## config.mk

```make
export PLATFORM = sky130hd
export DESIGN_NAME = sr_protect_gate
export DESIGN_NICKNAME = d
export VERILOG_FILES = /design/src/rtl/srwp_pkg.sv /design/src/rtl/srwp_pin_sync.sv /design/src/rtl/srwp_block_tracker.sv /design/src/rtl/srwp_write_cycle.sv /design/src/rtl/sr_protect_gate.sv
export SDC_FILE = /design/constraint.sdc
export NUM_CORES = 1
export LEC_CHECK = 0
export CAP_MARGIN = 20
export CORE_UTILIZATION = 25
export DETAILED_ROUTE_END_ITERATION = 7
export PLACE_DENSITY = 0.57
export SYNTH_ARGS = -nofsm -noshare
export SYNTH_HDL_FRONTEND = slang
export SYNTH_SLANG_ARGS = --single-unit
```

## constraint.sdc

```tcl
create_clock -name clk -period 2.5 [get_ports clk]
set_clock_uncertainty 0.05 [all_clocks]
set_input_delay 0.5 -clock clk [delete_from_list [all_inputs] [get_ports clk]]
set_output_delay 0.5 -clock clk [all_outputs]
set_load 0.005 [all_outputs]
```

## src/rtl/srwp_pkg.sv

```systemverilog
package srwp_pkg;

  typedef enum logic {
    WC_IDLE = 1'b0,
    WC_PROG = 1'b1
  } wc_state_e;

  function automatic int unsigned cnt_width(input int unsigned n);
    return (n < 2) ? 1 : $clog2(n);
  endfunction

endpackage

```

## src/rtl/srwp_pin_sync.sv

```systemverilog
module srwp_pin_sync #(
  parameter int unsigned STAGES = 2
) (
  input  logic clk,
  input  logic rst_n,
  input  logic pin_n_i,
  output logic pin_n_o
);

  generate
    if (STAGES == 0) begin : g_bypass
      assign pin_n_o = pin_n_i;
    end else begin : g_sync
      logic [STAGES-1:0] sync_q;
      logic [STAGES-1:0] sync_d;

      always_comb begin
        sync_d[0] = pin_n_i;
        for (int k = 1; k < int'(STAGES); k++) begin
          sync_d[k] = sync_q[k-1];
        end
      end

      // reset to 0: the pin reads as asserted until real samples arrive
      always_ff @(posedge clk or negedge rst_n) begin
        if (!rst_n) sync_q <= '0;
        else        sync_q <= sync_d;
      end

      assign pin_n_o = sync_q[STAGES-1];
    end
  endgenerate

endmodule

```

## src/rtl/srwp_block_tracker.sv

```systemverilog
module srwp_block_tracker (
  input  logic clk,
  input  logic rst_n,
  input  logic cs_n_i,
  input  logic seq_active_i,
  input  logic lock_i,
  input  logic pin_n_i,
  output logic deny_o
);

  logic cs_n_q;
  logic flag_q;
  logic flag_d;
  logic hit;
  logic cs_rise;

  assign hit     = seq_active_i & lock_i & ~pin_n_i;
  assign cs_rise = cs_n_i & ~cs_n_q;

  always_comb begin
    flag_d = flag_q;
    if (cs_rise)  flag_d = 1'b0;
    else if (hit) flag_d = 1'b1;
  end

  always_ff @(posedge clk or negedge rst_n) begin
    if (!rst_n) begin
      cs_n_q <= 1'b1;
      flag_q <= 1'b0;
    end else begin
      cs_n_q <= cs_n_i;
      flag_q <= flag_d;
    end
  end

  // a hit in the start cycle itself also counts
  assign deny_o = flag_q | hit;

endmodule

```

## src/rtl/srwp_write_cycle.sv

```systemverilog
module srwp_write_cycle
  import srwp_pkg::*;
#(
  parameter int unsigned      REG_W     = 8,
  parameter logic [REG_W-1:0] NV_MASK   = 8'h8C,
  parameter logic [REG_W-1:0] VOL_MASK  = 8'h03,
  parameter logic [REG_W-1:0] RESET_VAL = '0,
  parameter int unsigned      WR_CYCLES = 4
) (
  input  logic             clk,
  input  logic             rst_n,
  input  logic             start_i,
  input  logic             seq_active_i,
  input  logic             deny_i,
  input  logic [REG_W-1:0] new_i,
  output logic             busy_o,
  output logic             commit_o,
  output logic [REG_W-1:0] status_o
);

  localparam int unsigned CNT_W = cnt_width(WR_CYCLES);
  localparam logic [CNT_W-1:0] CNT_LOAD = CNT_W'(WR_CYCLES - 1);

  wc_state_e        state_q, state_d;
  logic [CNT_W-1:0] cnt_q, cnt_d;
  logic             ok_q, ok_d;
  logic [REG_W-1:0] pend_q, pend_d;
  logic [REG_W-1:0] stat_q, stat_d;
  logic             commit_d, commit_q;
  logic             accept;
  logic             finish;
  logic             pend_en;
  logic             stat_en;

  assign accept  = (state_q == WC_IDLE) & start_i & seq_active_i;
  assign finish  = (state_q == WC_PROG) & (cnt_q == '0);
  assign pend_en = accept;
  assign stat_en = accept | (finish & ok_q);

  always_comb begin
    state_d  = state_q;
    cnt_d    = cnt_q;
    ok_d     = ok_q;
    pend_d   = pend_q;
    stat_d   = stat_q;
    commit_d = 1'b0;
    unique case (state_q)
      WC_IDLE: begin
        if (accept) begin
          state_d = WC_PROG;
          cnt_d   = CNT_LOAD;
        end
      end
      WC_PROG: begin
        if (finish) state_d = WC_IDLE;
        else        cnt_d   = cnt_q - 1'b1;
      end
      default: state_d = WC_IDLE;
    endcase
    if (pend_en) begin
      ok_d   = ~deny_i;
      pend_d = new_i;
    end
    if (stat_en) begin
      if (accept) stat_d = (stat_q & ~VOL_MASK) | (new_i & VOL_MASK);
      else        stat_d = (stat_q & ~NV_MASK) | (pend_q & NV_MASK);
    end
    if (finish & ok_q) commit_d = 1'b1;
  end

  always_ff @(posedge clk or negedge rst_n) begin
    if (!rst_n) begin
      state_q  <= WC_IDLE;
      cnt_q    <= '0;
      ok_q     <= 1'b0;
      pend_q   <= '0;
      stat_q   <= RESET_VAL;
      commit_q <= 1'b0;
    end else begin
      state_q  <= state_d;
      cnt_q    <= cnt_d;
      commit_q <= commit_d;
      if (pend_en) begin
        ok_q   <= ok_d;
        pend_q <= pend_d;
      end
      if (stat_en) stat_q <= stat_d;
    end
  end

  assign busy_o   = (state_q == WC_PROG);
  assign commit_o = commit_q;
  assign status_o = stat_q;

endmodule

```

## src/rtl/sr_protect_gate.sv

```systemverilog
module sr_protect_gate #(
  parameter int unsigned      REG_W       = 8,
  parameter int unsigned      LOCK_BIT    = 7,
  parameter logic [REG_W-1:0] NV_MASK     = 8'h8C,
  parameter logic [REG_W-1:0] VOL_MASK    = 8'h03,
  parameter logic [REG_W-1:0] RESET_VAL   = '0,
  parameter int unsigned      SYNC_STAGES = 2,
  parameter int unsigned      WR_CYCLES   = 4
) (
  input  logic             clk,
  input  logic             rst_n,
  input  logic             cs_n,
  input  logic             prot_n,
  input  logic             sr_wr_active_i,
  input  logic             wr_start_i,
  input  logic [REG_W-1:0] sr_new_i,
  output logic             nv_commit_o,
  output logic             wr_busy_o,
  output logic [REG_W-1:0] status_o
);

  logic prot_n_s;
  logic deny;
  logic lock_stored;

  assign lock_stored = status_o[LOCK_BIT];

  srwp_pin_sync #(
    .STAGES (SYNC_STAGES)
  ) u_sync (
    .clk     (clk),
    .rst_n   (rst_n),
    .pin_n_i (prot_n),
    .pin_n_o (prot_n_s)
  );

  srwp_block_tracker u_track (
    .clk          (clk),
    .rst_n        (rst_n),
    .cs_n_i       (cs_n),
    .seq_active_i (sr_wr_active_i),
    .lock_i       (lock_stored),
    .pin_n_i      (prot_n_s),
    .deny_o       (deny)
  );

  srwp_write_cycle #(
    .REG_W     (REG_W),
    .NV_MASK   (NV_MASK),
    .VOL_MASK  (VOL_MASK),
    .RESET_VAL (RESET_VAL),
    .WR_CYCLES (WR_CYCLES)
  ) u_wc (
    .clk          (clk),
    .rst_n        (rst_n),
    .start_i      (wr_start_i),
    .seq_active_i (sr_wr_active_i),
    .deny_i       (deny),
    .new_i        (sr_new_i),
    .busy_o       (wr_busy_o),
    .commit_o     (nv_commit_o),
    .status_o     (status_o)
  );

endmodule

```

==> flow_metrics.env <==
export IMPL_hold_path_class="flip-flop to flip-flop"
export IMPL_grt_max_degree=18
export IMPL_ys_seq_elements=17
export IMPL_dieArea_um2=2870
export IMPL_drc=0
export IMPL_synth_top_cell_area_share_pct=60.3
export IMPL_grt_first_pass_wirelength_um=1730
export IMPL_synth_top_area_cell="dfrtp_1"
export IMPL_antenna_found_initial=0
export IMPL_ioPinCount=24
export IMPL_fmax_ghz=0.572
export IMPL_ys_warn_count=0
export IMPL_finalSetupViolCount=0
export IMPL_drt_iter0_drc=7
export IMPL_whs_ps=305
export IMPL_maxCapViolations=0
export IMPL_cp_end_kind="output pin"
export IMPL_synth_cell_types=16
export IMPL_firstDrtPassIters=3
export IMPL_via_per_inst=4.10
export IMPL_layout_common_cells="clkdlybuf4s50_1, dfrtp_1, mux2_2"
export IMPL_synth_area_um2=664
export IMPL_status="finished clean"
export IMPL_grt_pass1_vias=434
export IMPL_cp_slowest_cell="clkdlybuf4s50_1"
export IMPL_power_density_nw_per_um2=1030
export IMPL_syn2layout_area_growth_pct=31.8
export IMPL_synth_yosys_seq_area_share_pct=64.2
export IMPL_crit_path_start_kind="flip-flop"
export IMPL_grt_overflow_total=0
export IMPL_synthCells=48
export IMPL_ir_drop_mv=0.545
export IMPL_required_ps=1950
export IMPL_routed_wl_um=1010
export IMPL_holdBufCountCts=0
export IMPL_cts_inserted_buffers=3
export IMPL_synth_area_leaders="dfrtp_1, mux2_2, buf_4, dfstp_2, nand3b_4"
export IMPL_cts_sinks=17
export IMPL_cp_num_buf_inv=1
export IMPL_max_slew_worst_pin_slew_ps=754
export IMPL_max_slew_margin_rel_pct=49.6
export IMPL_period_share_pct=70.0
export IMPL_crit_family="buffers and inverters"
export IMPL_cts_buffer_depth=2
export IMPL_worstSkewPairLatency_ps=280
export IMPL_post_cts_buffers=0
export IMPL_finalCriticalPeriod_ps=1750
export IMPL_cts_tree="done"
export IMPL_grt_total_usage_pct=8.65
export IMPL_rsz0062_at_grt="no"
export IMPL_antenna_diode_count=0
export IMPL_ant_nets=0
export IMPL_cts_root_buf="clkbuf_4"
export IMPL_die_h_um=53.6
export IMPL_place_congestion=0.573
export IMPL_crit_type="flip-flop to output pin"
export IMPL_hold_viol_final=0
export IMPL_report_final_slew_viol_count=0
export IMPL_port_buffers=17
export IMPL_cts_resized=0
export IMPL_wl_per_cell_um=10.4
export IMPL_drive_gt1_share_pct=19.4
export IMPL_vias=398
export IMPL_core_area_um2=2500
export IMPL_path_max_fanout=4
export IMPL_worst_path_largest_cell_delay_ps=520
export IMPL_row_count=18
export IMPL_final_common_cell="clkdlybuf4s50_1"
export IMPL_arrival_ps=1200
export IMPL_cp_cell_sequence="clkdlybuf4s50_1"
export IMPL_path_clk_slew_ps=90
export IMPL_layout_nets=83
export IMPL_place_hpwl_um=739
export IMPL_htree_num_levels=1
export IMPL_final_setup_tns_ps=0
export IMPL_start_util_pct=26.6
export IMPL_synth_area_per_cell_um2=13.8
export IMPL_die_w_um=53.6
export IMPL_p_leak_uw=0.000407
layout make-up:
type	instances	area, um^2
Clock buffer	4	26.3
Fill cell	241	1620
Inverter	4	15.0
Multi-Input combinational cell	25	200
Sequential cell	17	427
Tap cell	30	37.5
Timing Repair Buffer	17	170
cell families after synthesis:
group | Yosys count | synth area share (%)
buffers and inverters | 8 | 6.78
other | 1 | 0.564
XOR/XNOR | 1 | 1.32
AO/OA/AOI/OAI | 4 | 3.77
flip-flops | 17 | 64.2
AND/OR/NAND/NOR | 8 | 7.91
multiplexers | 8 | 13.6
adder cells (fa/ha/maj) | 1 | 1.88
registers in the layout, summed over array words and instances, names as in the netlist:
| signal | cells |
|---|---|
| u_wc.status_o | 5 |
| u_wc.cnt_q | 2 |
| u_track.cs_n_q | 1 |
| u_sync.g_sync.sync_q | 2 |
| u_wc.ok_q | 1 |
| u_wc.pend_q | 3 |
| u_wc.busy_o | 1 |
| u_wc.commit_o | 1 |
| u_track.flag_q | 1 |
synthesized netlist by cell type (all sizes together):
master	instances
a21oi	2
buf	4
conb	1
dfrtp	16
dfstp	1
ha	1
inv	4
mux2	8
nand2	4
nand2b	1
nand3	1
nand3b	1
nor2b	1
o211ai	1
o31ai	1
xnor2	1
stage by stage:
stage                     utilization (%)  area, um^2  setup slack [ps]  instances  power (uW)
final                                35.0         876               751         97         902
after global placement               34.0         850               810         93         765
after detailed placement             34.0         850               817         93         774
after global routing                 35.0         876               709         97         979
after floorplan                         -         672              1310         50         628
after CTS                            35.0         876               729         97         919
path summary, 6_finish.rpt:
kind / start / end / slack (ps) / cells past startpoint
setup / recovery: u_wc.busy_o / wr_busy_o / 750 / 1
hold / removal: u_sync.g_sync.sync_q[0] / u_sync.g_sync.sync_q[1] / 300 / 0
setup reg to reg: u_wc.cnt_q[0] / u_wc.status_o[3] / 1200 / 4
hold reg to reg: u_sync.g_sync.sync_q[0] / u_sync.g_sync.sync_q[1] / 300 / 0
max in group asynchronous: rst_n / u_wc.pend_q[2] / 1320 / 1
min in group asynchronous: rst_n / u_wc.status_o[2] / 610 / 1
per-layer routing:
metal / routed length, um / GRT usage, % / vias up
li1: - / - / 189
met1: 446 / 9.89 / 191
met2: 486 / 14.2 / 16
met3: 62 / 2.54 / 2
met4: 10 / 5.26 / 0
met5: 0 / 0 / -
where the power goes:
part / total, uW / internal [uW] / switching (uW)
combinational: 324 / 211 / 113
sequential: 437 / 385 / 52.2
clock: 141 / 61.8 / 79.0
No activity file was read; power rests on OpenSTA's default activity.
